==> config.mk <==
export PLATFORM = sky130hd
export DESIGN_NAME = local_hist_predictor
export DESIGN_NICKNAME = d
export VERILOG_FILES = /design/src/rtl/lhp_pkg.sv /design/src/rtl/lhp_ctrl.sv /design/src/rtl/lhp_datapath.sv /design/src/rtl/local_hist_predictor.sv
export SDC_FILE = /design/constraint.sdc
export NUM_CORES = 1
export LEC_CHECK = 0
export ABC_AREA = 0
export BUFFER_PORTS_ARGS = -buffer_cell sky130_fd_sc_hd__buf_2
export CAP_MARGIN = 20
export CORE_ASPECT_RATIO = 0.9
export CORE_MARGIN = 5
export CORE_UTILIZATION = 31
export CTS_BUF_LIST = sky130_fd_sc_hd__clkbuf_4 sky130_fd_sc_hd__clkbuf_8 sky130_fd_sc_hd__clkbuf_16
export CTS_CLUSTER_SIZE = 20
export DETAILED_ROUTE_END_ITERATION = 12
export HOLD_SLACK_MARGIN = 0.1
export PLACE_DENSITY = 0.57
export SYNTH_ARGS = -nofsm -noshare
export SYNTH_HDL_FRONTEND = slang
export SYNTH_SLANG_ARGS = --single-unit
==> constraint.sdc <==
create_clock -name clk -period 12.2 [get_ports clk]
set_input_delay 3.66 -clock clk [delete_from_list [all_inputs] [get_ports clk]]
set_output_delay 3.66 -clock clk [all_outputs]
set_load 0.01 [all_outputs]
==> src/rtl/lhp_pkg.sv <==
package lhp_pkg;

  // Outcomes remembered per branch entry
  localparam int HIST_W = 4;
  // Width of each saturating counter
  localparam int CTR_W = 2;
  // Derived counter limits and reset level (weakly not-taken)
  localparam logic [CTR_W-1:0] CTR_MAX  = CTR_W'((1 << CTR_W) - 1);
  localparam logic [CTR_W-1:0] CTR_MIN  = '0;
  localparam logic [CTR_W-1:0] CTR_INIT = CTR_W'((1 << (CTR_W - 1)) - 1);

  // Strobes handed from control to datapath for one update
  typedef struct packed {
    logic              wrEn;
    logic [CTR_W-1:0]  ctrNext;
    logic [HIST_W-1:0] histNext;
  } lhp_strb_t;

endpackage

==> src/rtl/lhp_ctrl.sv <==
module lhp_ctrl
  import lhp_pkg::*;
(
  input  logic              updValid,
  input  logic              updTaken,
  input  logic [HIST_W-1:0] updHist,
  input  logic [CTR_W-1:0]  updCtr,
  output lhp_strb_t         strb
);

  logic [CTR_W-1:0] ctrUp;
  logic [CTR_W-1:0] ctrDown;

  // Saturating step in each direction
  always_comb begin
    ctrUp   = (updCtr == CTR_MAX) ? CTR_MAX : updCtr + CTR_W'(1);
    ctrDown = (updCtr == CTR_MIN) ? CTR_MIN : updCtr - CTR_W'(1);
  end

  always_comb begin
    strb.wrEn     = updValid;
    strb.ctrNext  = updTaken ? ctrUp : ctrDown;
    strb.histNext = {updHist[HIST_W-2:0], updTaken};
  end

endmodule

==> src/rtl/lhp_datapath.sv <==
module lhp_datapath
  import lhp_pkg::*;
#(
  parameter int PC_W      = 16,
  parameter int IDX_W     = 3,
  parameter int IDX_SHIFT = 2
) (
  input  logic              clk,
  input  logic              rstN,
  input  logic [PC_W-1:0]   predPc,
  input  logic [PC_W-1:0]   updPc,
  input  lhp_strb_t         strb,
  output logic              predTaken,
  output logic [HIST_W-1:0] updHist,
  output logic [CTR_W-1:0]  updCtr
);

  localparam int ENTRIES  = 1 << IDX_W;
  localparam int PATTERNS = 1 << HIST_W;

  logic [IDX_W-1:0]  predIdx;
  logic [IDX_W-1:0]  updIdx;
  logic [HIST_W-1:0] predHist;
  logic [CTR_W-1:0]  predCtr;

  logic [HIST_W-1:0] histQ [ENTRIES];
  logic [CTR_W-1:0]  ctrQ  [ENTRIES][PATTERNS];

  assign predIdx = predPc[IDX_SHIFT +: IDX_W];
  assign updIdx  = updPc[IDX_SHIFT +: IDX_W];

  for (genvar gE = 0; gE < ENTRIES; gE++) begin : gEntry
    logic              hitEntry;
    logic [HIST_W-1:0] histR;

    assign hitEntry = strb.wrEn && (updIdx == IDX_W'(gE));

    always_ff @(posedge clk or negedge rstN) begin
      if (!rstN)         histR <= '0;
      else if (hitEntry) histR <= strb.histNext;
    end
    assign histQ[gE] = histR;

    for (genvar gP = 0; gP < PATTERNS; gP++) begin : gPat
      logic [CTR_W-1:0] ctrR;
      always_ff @(posedge clk or negedge rstN) begin
        if (!rstN)                                      ctrR <= CTR_INIT;
        else if (hitEntry && (updHist == HIST_W'(gP))) ctrR <= strb.ctrNext;
      end
      assign ctrQ[gE][gP] = ctrR;
    end
  end

  // Predict read port
  always_comb begin
    predHist  = histQ[predIdx];
    predCtr   = ctrQ[predIdx][predHist];
    predTaken = predCtr[CTR_W-1];
  end

  // Update read port: state before the write
  always_comb begin
    updHist = histQ[updIdx];
    updCtr  = ctrQ[updIdx][updHist];
  end

endmodule

==> src/rtl/local_hist_predictor.sv <==
module local_hist_predictor
  import lhp_pkg::*;
#(
  parameter int PC_W      = 16,
  parameter int IDX_W     = 3,
  parameter int IDX_SHIFT = 2
) (
  input  logic            clk,
  input  logic            rstN,
  input  logic [PC_W-1:0] predPc,
  output logic            predTaken,
  input  logic            updValid,
  input  logic [PC_W-1:0] updPc,
  input  logic            updTaken
);

  lhp_strb_t         strb;
  logic [HIST_W-1:0] updHist;
  logic [CTR_W-1:0]  updCtr;

  lhp_ctrl u_ctrl (
    .updValid (updValid),
    .updTaken (updTaken),
    .updHist  (updHist),
    .updCtr   (updCtr),
    .strb     (strb)
  );

  lhp_datapath #(
    .PC_W      (PC_W),
    .IDX_W     (IDX_W),
    .IDX_SHIFT (IDX_SHIFT)
  ) u_dp (
    .clk       (clk),
    .rstN      (rstN),
    .predPc    (predPc),
    .updPc     (updPc),
    .strb      (strb),
    .predTaken (predTaken),
    .updHist   (updHist),
    .updCtr    (updCtr)
  );

endmodule

==> flow_summary.json, run 1 <==
{
  "post_cts_buffers": 0,
  "worst_ep_arrival_time_ns": 6.86,
  "syn_inst_count": 1261,
  "via_per_inst": 5.41,
  "clk_pin_slew_worst_paths_ns": 0.05,
  "worst-slew-pin-transition_ns": 1.06,
  "synth_edf_count": 0,
  "die_outline_area_sq_um": 55400,
  "seqPwrFrac_pct": 41.2,
  "gpl.final_weighted_congestion": 0.806,
  "track_usage_pct": 15.8,
  "dr.first_iter.drc_count": 753,
  "cell_area_after_synthesis_sq_um": 15700,
  "final_net_count": 1276,
  "clock_skew_ns": 0.0125,
  "syn2layout_area_growth_pct": 11.4,
  "rows": 78,
  "final-instance-count-excl-fill": 1946,
  "switching_share_pct": 30.9,
  "place_hpwl_um": 27600,
  "synth-seq-area-share_pct": 46.8,
  "worstPathRequired_ns": 8.54,
  "number_of_buffers_created_by_cts": 35,
  "post-route-min-period_ns": 10.52,
  "p_per_area_nw_per_um2": 181,
  "wl_per_cell_um": 22.5,
  "cts_hold_buffers": 0,
  "critPathBufInv": 4,
  "max_stage_delay_ns": 0.69,
  "clock_power_share_pct": 33.8,
  "rsz0062_at_grt": "false",
  "synth_cell_type_count": 61,
  "min_period_over_period_pct": 86.3,
  "worstSetupEndpointType": "output pin",
  "report.final.hold_viol_count": 0,
  "routed_wl_um": 43800,
  "die_x_um": 248,
  "post_route_cells_drive_above_1_share_pct": 46.1,
  "post_cts_resize_count": 0,
  "slowest_cell_on_the_critical_path": "mux2i_1",
  "initial_utilization_pct": 31.3,
  "internal_mw": 2.19,
  "worst_case_register_to_register_setup_slack_ns": 8.19,
  "drtAntennaViolNets": 0,
  "cts_htree_levels": 2,
  "grt_remaining_overflow": 0,
  "power_mw": 3.17,
  "ys_async_sr_fraction_pct": 100,
  "worstPathCellList": "buf_2 > buf_4 > mux4_2 > mux2i_1 > buf_4 > mux4_2 > mux2_2 > o21ai_0 > o21ai_0 > buf_2",
  "net_switching_power_of_the_design_mw": 0.978,
  "count_of_pins_over_their_slew_limit": 0,
  "outcome": "complete, no violations",
  "largest_net_degree_at_the_start_of_global_routing": 160,
  "route.vias.total": 10500,
  "timing.fmax_ghz": 0.0950,
  "syn-num-nets": 1297,
  "placed_cells_incl_taps": 1881,
  "min_path_type": "reg -> reg",
  "drcViolationCount": 0,
  "dieHeight_um": 224,
  "buffer_ports.inserted": 10,
  "critPathLaunchType": "primary input",
  "worst_slew_margin_rel_pct": 29.3,
  "fin_setup_tns_ns": 0,
  "first_pass_iters": 5,
  "postSynthRegisterBits": 288,
  "ios": 37,
  "worst-path-max-fanout": 18,
  "cts-root-to-sink-buffers": 3,
  "cts_tree": "yes",
  "worst_path_dominant_cell_family": "multiplexers",
  "synth_top_flop_cell": "dfrtp_1",
  "synth_warnings": 0,
  "layout.cells.most_common": "mux2_2",
  "synth.avg_cell_area_sq_um": 12.5,
  "coreArea_sq_um": 50400,
  "criticalPathCategory": "in -> out",
  "number_of_antenna_violations_at_the_first_check_in_global_routing": 1,
  "power_leakage_nw": 7.43,
  "layout.cells.most_common_list": "mux2_2, dfrtp_1, nand2_1",
  "fin_hold_ws_ns": 0.501,
  "worst_skew_pair.late_latency_ns": 0.51,
  "first_global_vias": 10800,
  "share_comb_of_total_power_pct": 25.0,
  "cts_root_buf": "clkbuf_16",
  "setup_viol": 0,
  "insertedDiodeCount": 0,
  "power.ir.vdd_worst_uv": 103,
  "grt_first_pass_wirelength_um": 68600,
  "maxCapViolations": 0,
  "tritoncts_num_sinks": 288
}
## path summary, 6_finish.rpt
path,depth (start not counted),startpoint,end
max in group asynchronous,2,rstN,u_dp.gEntry[0].gPat[7].ctrR[1]$_DFFE_PN0P_
setup / recovery,10,predPc[2],predTaken
hold reg to reg,2,u_dp.gEntry[2].histR[3]$_DFFE_PN0P_,u_dp.gEntry[2].histR[3]$_DFFE_PN0P_
setup reg to reg,9,u_dp.gEntry[4].histR[0]$_DFFE_PN0P_,u_dp.gEntry[6].gPat[4].ctrR[1]$_DFFE_PN0P_
min in group asynchronous,1,rstN,u_dp.gEntry[5].gPat[9].ctrR[1]$_DFFE_PN0P_
hold / removal,2,u_dp.gEntry[2].histR[3]$_DFFE_PN0P_,u_dp.gEntry[2].histR[3]$_DFFE_PN0P_
## cells in the mapped netlist, drive strengths merged (2+ instances only)
master | instances | area (sq um)
mux2 | 302 | 3400
dfrtp | 160 | 4000
nand2 | 146 | 563
dfstp | 128 | 3360
nor2 | 89 | 357
buf | 61 | 467
mux2i | 59 | 611
mux4 | 58 | 1310
o21ai | 57 | 285
clkbuf | 31 | 120
o22ai | 24 | 164
nor2b | 14 | 87.6
o211ai | 12 | 90.1
a211o | 10 | 87.6
a21oi | 10 | 50.1
a211oi | 9 | 67.6
nand3 | 9 | 45.0
a2bb2oi | 8 | 70.1
nand4 | 8 | 50.1
o221ai | 7 | 61.3
nand2b | 5 | 31.3
nor3 | 5 | 25.0
a21o | 4 | 30.0
maj3 | 4 | 45.0
o2111ai | 4 | 35.0
o22a | 4 | 43.8
o2bb2ai | 4 | 35.0
and3 | 3 | 18.8
a311oi | 2 | 17.5
and2b | 2 | 15.0
and4 | 2 | 17.5
nor3b | 2 | 20.0
nor4 | 2 | 12.5
o211a | 2 | 20.0
or2 | 2 | 12.5
## flip-flops by register name, indices dropped and copies added (netlist names)
name / cells
u_dp.gEntry.histR: 32
u_dp.gEntry.gPat.ctrR: 256
## worst min-delay path: cells and delay by family, from the launching register on
kind	cells	cell delay, ns
DFF	1	0.36
AOI/OAI and AO/OA	1	0.06
and+or+nand+nor	1	0.05
## layout make-up
cell class | count | area, sq um
repair buffers | 34 | 325
multi-input cells | 880 | 7790
well taps | 680 | 851
inverters | 1 | 3.75
flip-flops and latches | 288 | 7370
clock buffers | 57 | 1110
fillers | 4959 | 32800
clock inverters | 6 | 80.1
## power by group through the flow
stage               sequential [mW]  combinational (mW)  clock, mW
floorplan                      1.27               0.600          0
global placement               1.31               0.734          0
detailed placement             1.32               0.769          0
CTS                            1.30               0.771       1.10
global route                   1.33               0.854       1.14
finish                         1.30               0.791       1.07
## stage by stage
step	area (sq um)	setup WS (ns)	utilization, %
6_report	17500	1.68	34.8
5_1_grt	17500	1.52	34.8
4_1_cts	17500	1.64	34.7
3_5_place_dp	16300	1.64	32.3
3_3_place_gp	16200	1.64	32.2
2_1_floorplan	15700	2.39	-
## logic make-up (layout without fill, tap and decap cells)
| family | Yosys count | count (layout) | synth area share, % |
|---|---|---|---|
| flip-flops | 288 | 288 | 46.8 |
| buffers and inverters | 93 | 98 | 3.75 |
| AO/OA/AOI/OAI | 165 | 165 | 7.23 |
| adder cells (fa/ha/maj) | 4 | 4 | 0.286 |
| AND/OR/NAND/NOR | 292 | 292 | 8.11 |
| multiplexers | 419 | 419 | 33.8 |
## metal layers
layer	GRT usage (%)	wire [um]	vias up
met2	23.8	19800	275
li1	-	-	4627
met3	2.35	2220	85
met5	0	8	-
met4	4.38	1290	2
met1	23.8	20500	5534
Power figures use the tool's default switching activity.
==> inputs of run 2 (changes only) <==
--- a/config.mk
+++ b/config.mk
@@ -15,7 +15,7 @@
 export CTS_CLUSTER_SIZE = 20
 export DETAILED_ROUTE_END_ITERATION = 12
 export HOLD_SLACK_MARGIN = 0.1
-export PLACE_DENSITY = 0.57
+export PLACE_DENSITY = 0.54
 export SYNTH_ARGS = -nofsm -noshare
 export SYNTH_HDL_FRONTEND = slang
 export SYNTH_SLANG_ARGS = --single-unit
==> flow_summary.json, run 2 (synthesis results as in run 1) <==
{
  "clock_skew_ns": 0.0174,
  "via_per_inst": 5.40,
  "post_cts_buffers": 0,
  "power_leakage_nw": 7.43,
  "n_fill_cell": 4936,
  "grt_remaining_overflow": 0,
  "internal_mw": 2.17,
  "maxCapViolations": 0,
  "outcome": "complete, no violations",
  "hold-path-cell-count": 2,
  "min_delay_src": "u_dp.gEntry[6].histR[3]$_DFFE_PN0P_",
  "setup_viol": 0,
  "top_layer_used": "met5",
  "worst_slew_margin_rel_pct": 18.0,
  "insertedDiodeCount": 0,
  "wirelength_met1_um": 21500,
  "rows": 78,
  "fin_hold_ws_ns": 0.506,
  "dr_wl_met2_um": 19700,
  "wl_per_cell_um": 23.0,
  "post_route_cells_drive_above_1_share_pct": 46.1,
  "first_pass_iters": 5,
  "power_mw": 3.17,
  "net_switching_power_of_the_design_mw": 0.995,
  "layout.cells.most_common": "mux2_2",
  "place_hpwl_um": 28300,
  "drcViolationCount": 0,
  "largest_register_ffs": 256,
  "gpl.final_weighted_congestion": 0.813,
  "worstSetupEndpointType": "output pin",
  "fin_setup_tns_ns": 0,
  "layout_top_registers": "u_dp.gEntry.gPat.ctrR (256), u_dp.gEntry.histR (32)",
  "share_comb_of_total_power_pct": 25.0,
  "cts_root_buf": "clkbuf_16",
  "largest_net_degree_at_the_start_of_global_routing": 187,
  "final_net_count": 1279,
  "timing.fmax_ghz": 0.0937,
  "post_cts_resize_count": 0,
  "criticalPathCategory": "in -> out",
  "clk_pin_slew_worst_paths_ns": 0.06,
  "buffer_ports.inserted": 10,
  "switching_share_pct": 31.4,
  "number_of_buffers_created_by_cts": 35,
  "clock_power_share_pct": 33.9,
  "track_usage_pct": 16.1,
  "tritoncts_num_sinks": 288,
  "cts-root-to-sink-buffers": 3,
  "worstSetupStartpoint": "predPc[2]",
  "min_period_over_period_pct": 87.5,
  "regToRegStartpoint": "u_dp.gEntry[6].histR[3]$_DFFE_PN0P_",
  "initial_utilization_pct": 31.3,
  "routed_wl_um": 44900,
  "die_outline_area_sq_um": 55400,
  "count_of_pins_over_their_slew_limit": 0,
  "worst-slew-pin-transition_ns": 1.20,
  "ios": 37,
  "worst_ep_arrival_time_ns": 7.01,
  "r2r_end": "u_dp.gEntry[3].gPat[11].ctrR[0]$_DFFE_PN1P_",
  "power.ir.vdd_worst_uv": 132,
  "worst_skew_pair.late_latency_ns": 0.53,
  "worstPathRequired_ns": 8.54,
  "drtAntennaViolNets": 0,
  "report.final.hold_viol_count": 0,
  "cts_tree": "yes",
  "rsz0062_at_grt": "false",
  "dr.first_iter.drc_count": 690,
  "critPathLaunchType": "primary input",
  "coreArea_sq_um": 50400,
  "worst_case_register_to_register_setup_slack_ns": 8.12,
  "die_x_um": 248,
  "post-route-min-period_ns": 10.67,
  "layout.cells.most_common_list": "mux2_2, dfrtp_1, nand2_1",
  "grt_first_pass_wirelength_um": 69300,
  "cts_htree_levels": 2,
  "min_path_type": "reg -> reg",
  "seqPwrFrac_pct": 41.0,
  "ff2ff_path_depth": 10,
  "first_global_vias": 10800,
  "dieHeight_um": 224,
  "cts_hold_buffers": 0,
  "syn2layout_area_growth_pct": 11.4,
  "top_register": "u_dp.gEntry.gPat.ctrR",
  "hold_path_end": "u_dp.gEntry[6].histR[3]$_DFFE_PN0P_",
  "number_of_antenna_violations_at_the_first_check_in_global_routing": 1,
  "p_per_area_nw_per_um2": 181,
  "worst-path-max-fanout": 30,
  "route.met3.wl_um": 2600,
  "route.vias.total": 10500
}
[run 2: cell count changes in the layout (fill, tap and decap cells not counted), sizes merged]
cell and delta:
clkinvlp +2, buf +3, clkbuf -10, bufinv +1, clkinv +7
[run 2: per-layer routing]
metal  track usage [%]  up-vias
met5                 0        -
li1                  -     4628
met2              24.1      288
met4              4.12        2
met1              23.9     5547
met3              3.42       64
[run 2: final cells by class]
class | instances | area [sq um] | area share (%)
repair buffers | 37 | 337 | 1.92
well taps | 680 | 851 | 4.85
inverters | 1 | 3.75 | 0.0214
flip-flops and latches | 288 | 7370 | 42.0
clock inverters | 16 | 164 | 0.935
clock buffers | 47 | 1030 | 5.85
multi-input cells | 880 | 7780 | 44.4
[run 2: worst max-delay path: stages]
cell,delay [ns]
buf_2,0.40
buf_4,0.67
mux4_2,0.58
mux2i_1,0.63
mux2i_1,0.49
nand2_1,0.10
o211ai_1,0.11
o21ai_0,0.17
buf_2,0.19
[run 2: power by group through the flow]
stage          sequential, mW  combinational (mW)  clock (mW)
5_1_grt                  1.32               0.856        1.14
3_5_place_dp             1.31               0.781           0
6_report                 1.30               0.794        1.08
2_1_floorplan            1.27               0.600           0
3_3_place_gp             1.30               0.748           0
4_1_cts                  1.30               0.783        1.10
[run 2: worst max path at each step]
| stage | end | slack (ns) | cells after the start |
|---|---|---|---|
| 6_report | predTaken | 1.53 | 9 |
| 5_1_grt | predTaken | 1.40 | 9 |
| 4_1_cts | predTaken | 1.62 | 8 |
| 3_5_place_dp | predTaken | 1.61 | 8 |
| 3_3_place_gp | predTaken | 1.57 | 8 |
| 2_1_floorplan | predTaken | 2.39 | 9 |
[run 2: through the flow]
stage	setup slack, ns	cell area, sq um	std cells	utilization, %
after detailed placement	1.61	16300	1884	32.4
final	1.53	17500	1949	34.8
after CTS	1.62	17500	1947	34.7
after global placement	1.57	16200	1881	32.3
after global routing	1.40	17500	1949	34.8
after floorplan	2.39	15700	1261	-
==> inputs of run 3 (changes only) <==
--- a/config.mk
+++ b/config.mk
@@ -16,6 +16,7 @@
 export DETAILED_ROUTE_END_ITERATION = 12
 export HOLD_SLACK_MARGIN = 0.1
 export PLACE_DENSITY = 0.54
+export SLEW_MARGIN = 20
 export SYNTH_ARGS = -nofsm -noshare
 export SYNTH_HDL_FRONTEND = slang
 export SYNTH_SLANG_ARGS = --single-unit
==> constraint.sdc (replaced) <==
create_clock -name clk -period 12.2 [get_ports clk]
set_input_delay 3.66 -clock clk [delete_from_list [all_inputs] [get_ports clk]]
set_output_delay 3.66 -clock clk [all_outputs]
set_load 0.005 [all_outputs]
==> flow_summary.json, run 3 (synthesis results as in run 1) <==
{
  "outcome": "complete, no violations",
  "wl_per_cell_um": 23.1,
  "final_net_count": 1276,
  "initial_utilization_pct": 31.3,
  "buffer_ports.inserted": 10,
  "place_hpwl_um": 28200,
  "min_period_over_period_pct": 86.4,
  "worst_skew_pair.late_latency_ns": 0.51,
  "drcViolationCount": 0,
  "cpMostUsedCell": "buf_2",
  "number_of_buffers_created_by_cts": 35,
  "cts_htree_levels": 2,
  "number_of_antenna_violations_at_the_first_check_in_global_routing": 1,
  "final_core_util_pct": 34.7,
  "layout.cells.most_common_list": "mux2_2, dfrtp_1, nand2_1",
  "grt_first_pass_wirelength_um": 69400,
  "gpl.final_weighted_congestion": 0.805,
  "cts_hold_buffers": 0,
  "routed_wl_um": 44900,
  "worstPathCellList": "buf_2 > buf_4 > mux4_2 > mux2i_1 > mux2_2 > o211ai_1 > o21ai_0 > buf_2",
  "first_global_vias": 10700,
  "critPathLaunchType": "primary input",
  "final_design_area_no_fill_sq_um": 17500,
  "worst_ep_arrival_time_ns": 6.88,
  "post_route_cells_drive_above_1_share_pct": 46.0,
  "rows": 78,
  "count_of_pins_over_their_slew_limit": 0,
  "p_per_area_nw_per_um2": 179,
  "drtAntennaViolNets": 0,
  "worstPathRequired_ns": 8.54,
  "min_path_type": "reg -> reg",
  "layout_top_registers": "u_dp.gEntry.gPat.ctrR (256), u_dp.gEntry.histR (32)",
  "rsz0062_at_grt": "false",
  "criticalPathCategory": "in -> out",
  "via_per_inst": 5.39,
  "dieHeight_um": 224,
  "tritoncts_num_sinks": 288,
  "ios": 37,
  "worst_slew_margin_rel_pct": 23.9,
  "timing.fmax_ghz": 0.0949,
  "layout.cells.most_common": "mux2_2",
  "grt_remaining_overflow": 0,
  "largest_register_ffs": 256,
  "report.final.hold_viol_count": 0,
  "largest_net_degree_at_the_start_of_global_routing": 169,
  "route.vias.total": 10500,
  "cts_tree": "yes",
  "fin_hold_ws_ns": 0.502,
  "first_pass_iters": 5,
  "coreArea_sq_um": 50400,
  "worst-path-max-fanout": 30,
  "dr.first_iter.drc_count": 889,
  "post_dp_cell_area_sq_um": 16300,
  "setup_viol": 0,
  "power.ir.vdd_worst_uv": 83.2,
  "cts_root_buf": "clkbuf_16",
  "clk_pin_slew_worst_paths_ns": 0.06,
  "track_usage_pct": 16.2,
  "insertedDiodeCount": 0,
  "die_x_um": 248,
  "power_leakage_nw": 7.41,
  "syn2layout_area_growth_pct": 11.1,
  "top_register": "u_dp.gEntry.gPat.ctrR",
  "die_outline_area_sq_um": 55400,
  "post_cts_resize_count": 0,
  "worst-slew-pin-transition_ns": 1.14,
  "slowest_cell_on_the_critical_path": "buf_4",
  "fin_setup_tns_ns": 0,
  "max_stage_delay_ns": 0.64,
  "post-route-min-period_ns": 10.54,
  "post_cts_buffers": 0,
  "maxCapViolations": 0,
  "worstSetupEndpointType": "output pin",
  "cts-root-to-sink-buffers": 3,
  "clock_skew_ns": 0.0139
}
==> run 3: critical path, delay by kind of cell <==
family / cells / cell delay [ns]
AO/OA/AOI/OAI: 2 / 0.34
buffers and inverters: 3 / 1.20
multiplexers: 3 / 1.66
==> run 3: where the power goes <==
group	switching [mW]	internal (mW)	leakage (nW)	total [mW]
combinational	0.459	0.325	3.30	0.784
sequential	0.111	1.19	3.51	1.30
clock	0.411	0.635	0.597	1.05
total	0.980	2.15	7.41	3.13
==> run 3: path summary, 6_finish.rpt <==
check	start	end	slack [ns]	depth (start not counted)
max reg2reg	u_dp.gEntry[5].histR[0]$_DFFE_PN0P_	u_dp.gEntry[6].gPat[4].ctrR[1]$_DFFE_PN0P_	8.14	10
min in group asynchronous	rstN	u_dp.gEntry[1].gPat[10].ctrR[1]$_DFFE_PN0P_	3.22	1
min reg2reg	u_dp.gEntry[6].histR[2]$_DFFE_PN0P_	u_dp.gEntry[6].histR[2]$_DFFE_PN0P_	0.50	2
min	u_dp.gEntry[6].histR[2]$_DFFE_PN0P_	u_dp.gEntry[6].histR[2]$_DFFE_PN0P_	0.50	2
max	predPc[2]	predTaken	1.66	8
max in group asynchronous	rstN	u_dp.gEntry[1].gPat[4].ctrR[1]$_DFFE_PN0P_	7.53	2
==> run 3: metal layers <==
| metal | up-vias | track usage, % | share of wire, % |
|---|---|---|---|
| li1 | 4629 | - | - |
| met5 | - | 0 | 0.016 |
| met4 | 2 | 3.61 | 2.3 |
| met2 | 264 | 24.0 | 44 |
| met1 | 5533 | 24.6 | 48 |
| met3 | 64 | 3.03 | 5.6 |
==> run 3: area by class of cell <==
class,count,area [sq um]
tap,680,851
inverter,1,3.75
multi-input combinational,880,7790
sequential,288,7370
timing repair buffer,34,300
fill,4981,32900
clock inverter,7,35.0
clock buffer,56,1130
==> run 3: stage by stage <==
step	cells	power (mW)	setup slack, ns
4_1_cts	1946	3.15	1.62
5_1_grt	1946	3.28	1.33
3_3_place_gp	1881	2.05	1.59
3_5_place_dp	1883	2.10	1.61
2_1_floorplan	1261	1.87	2.43
6_report	1946	3.13	1.66
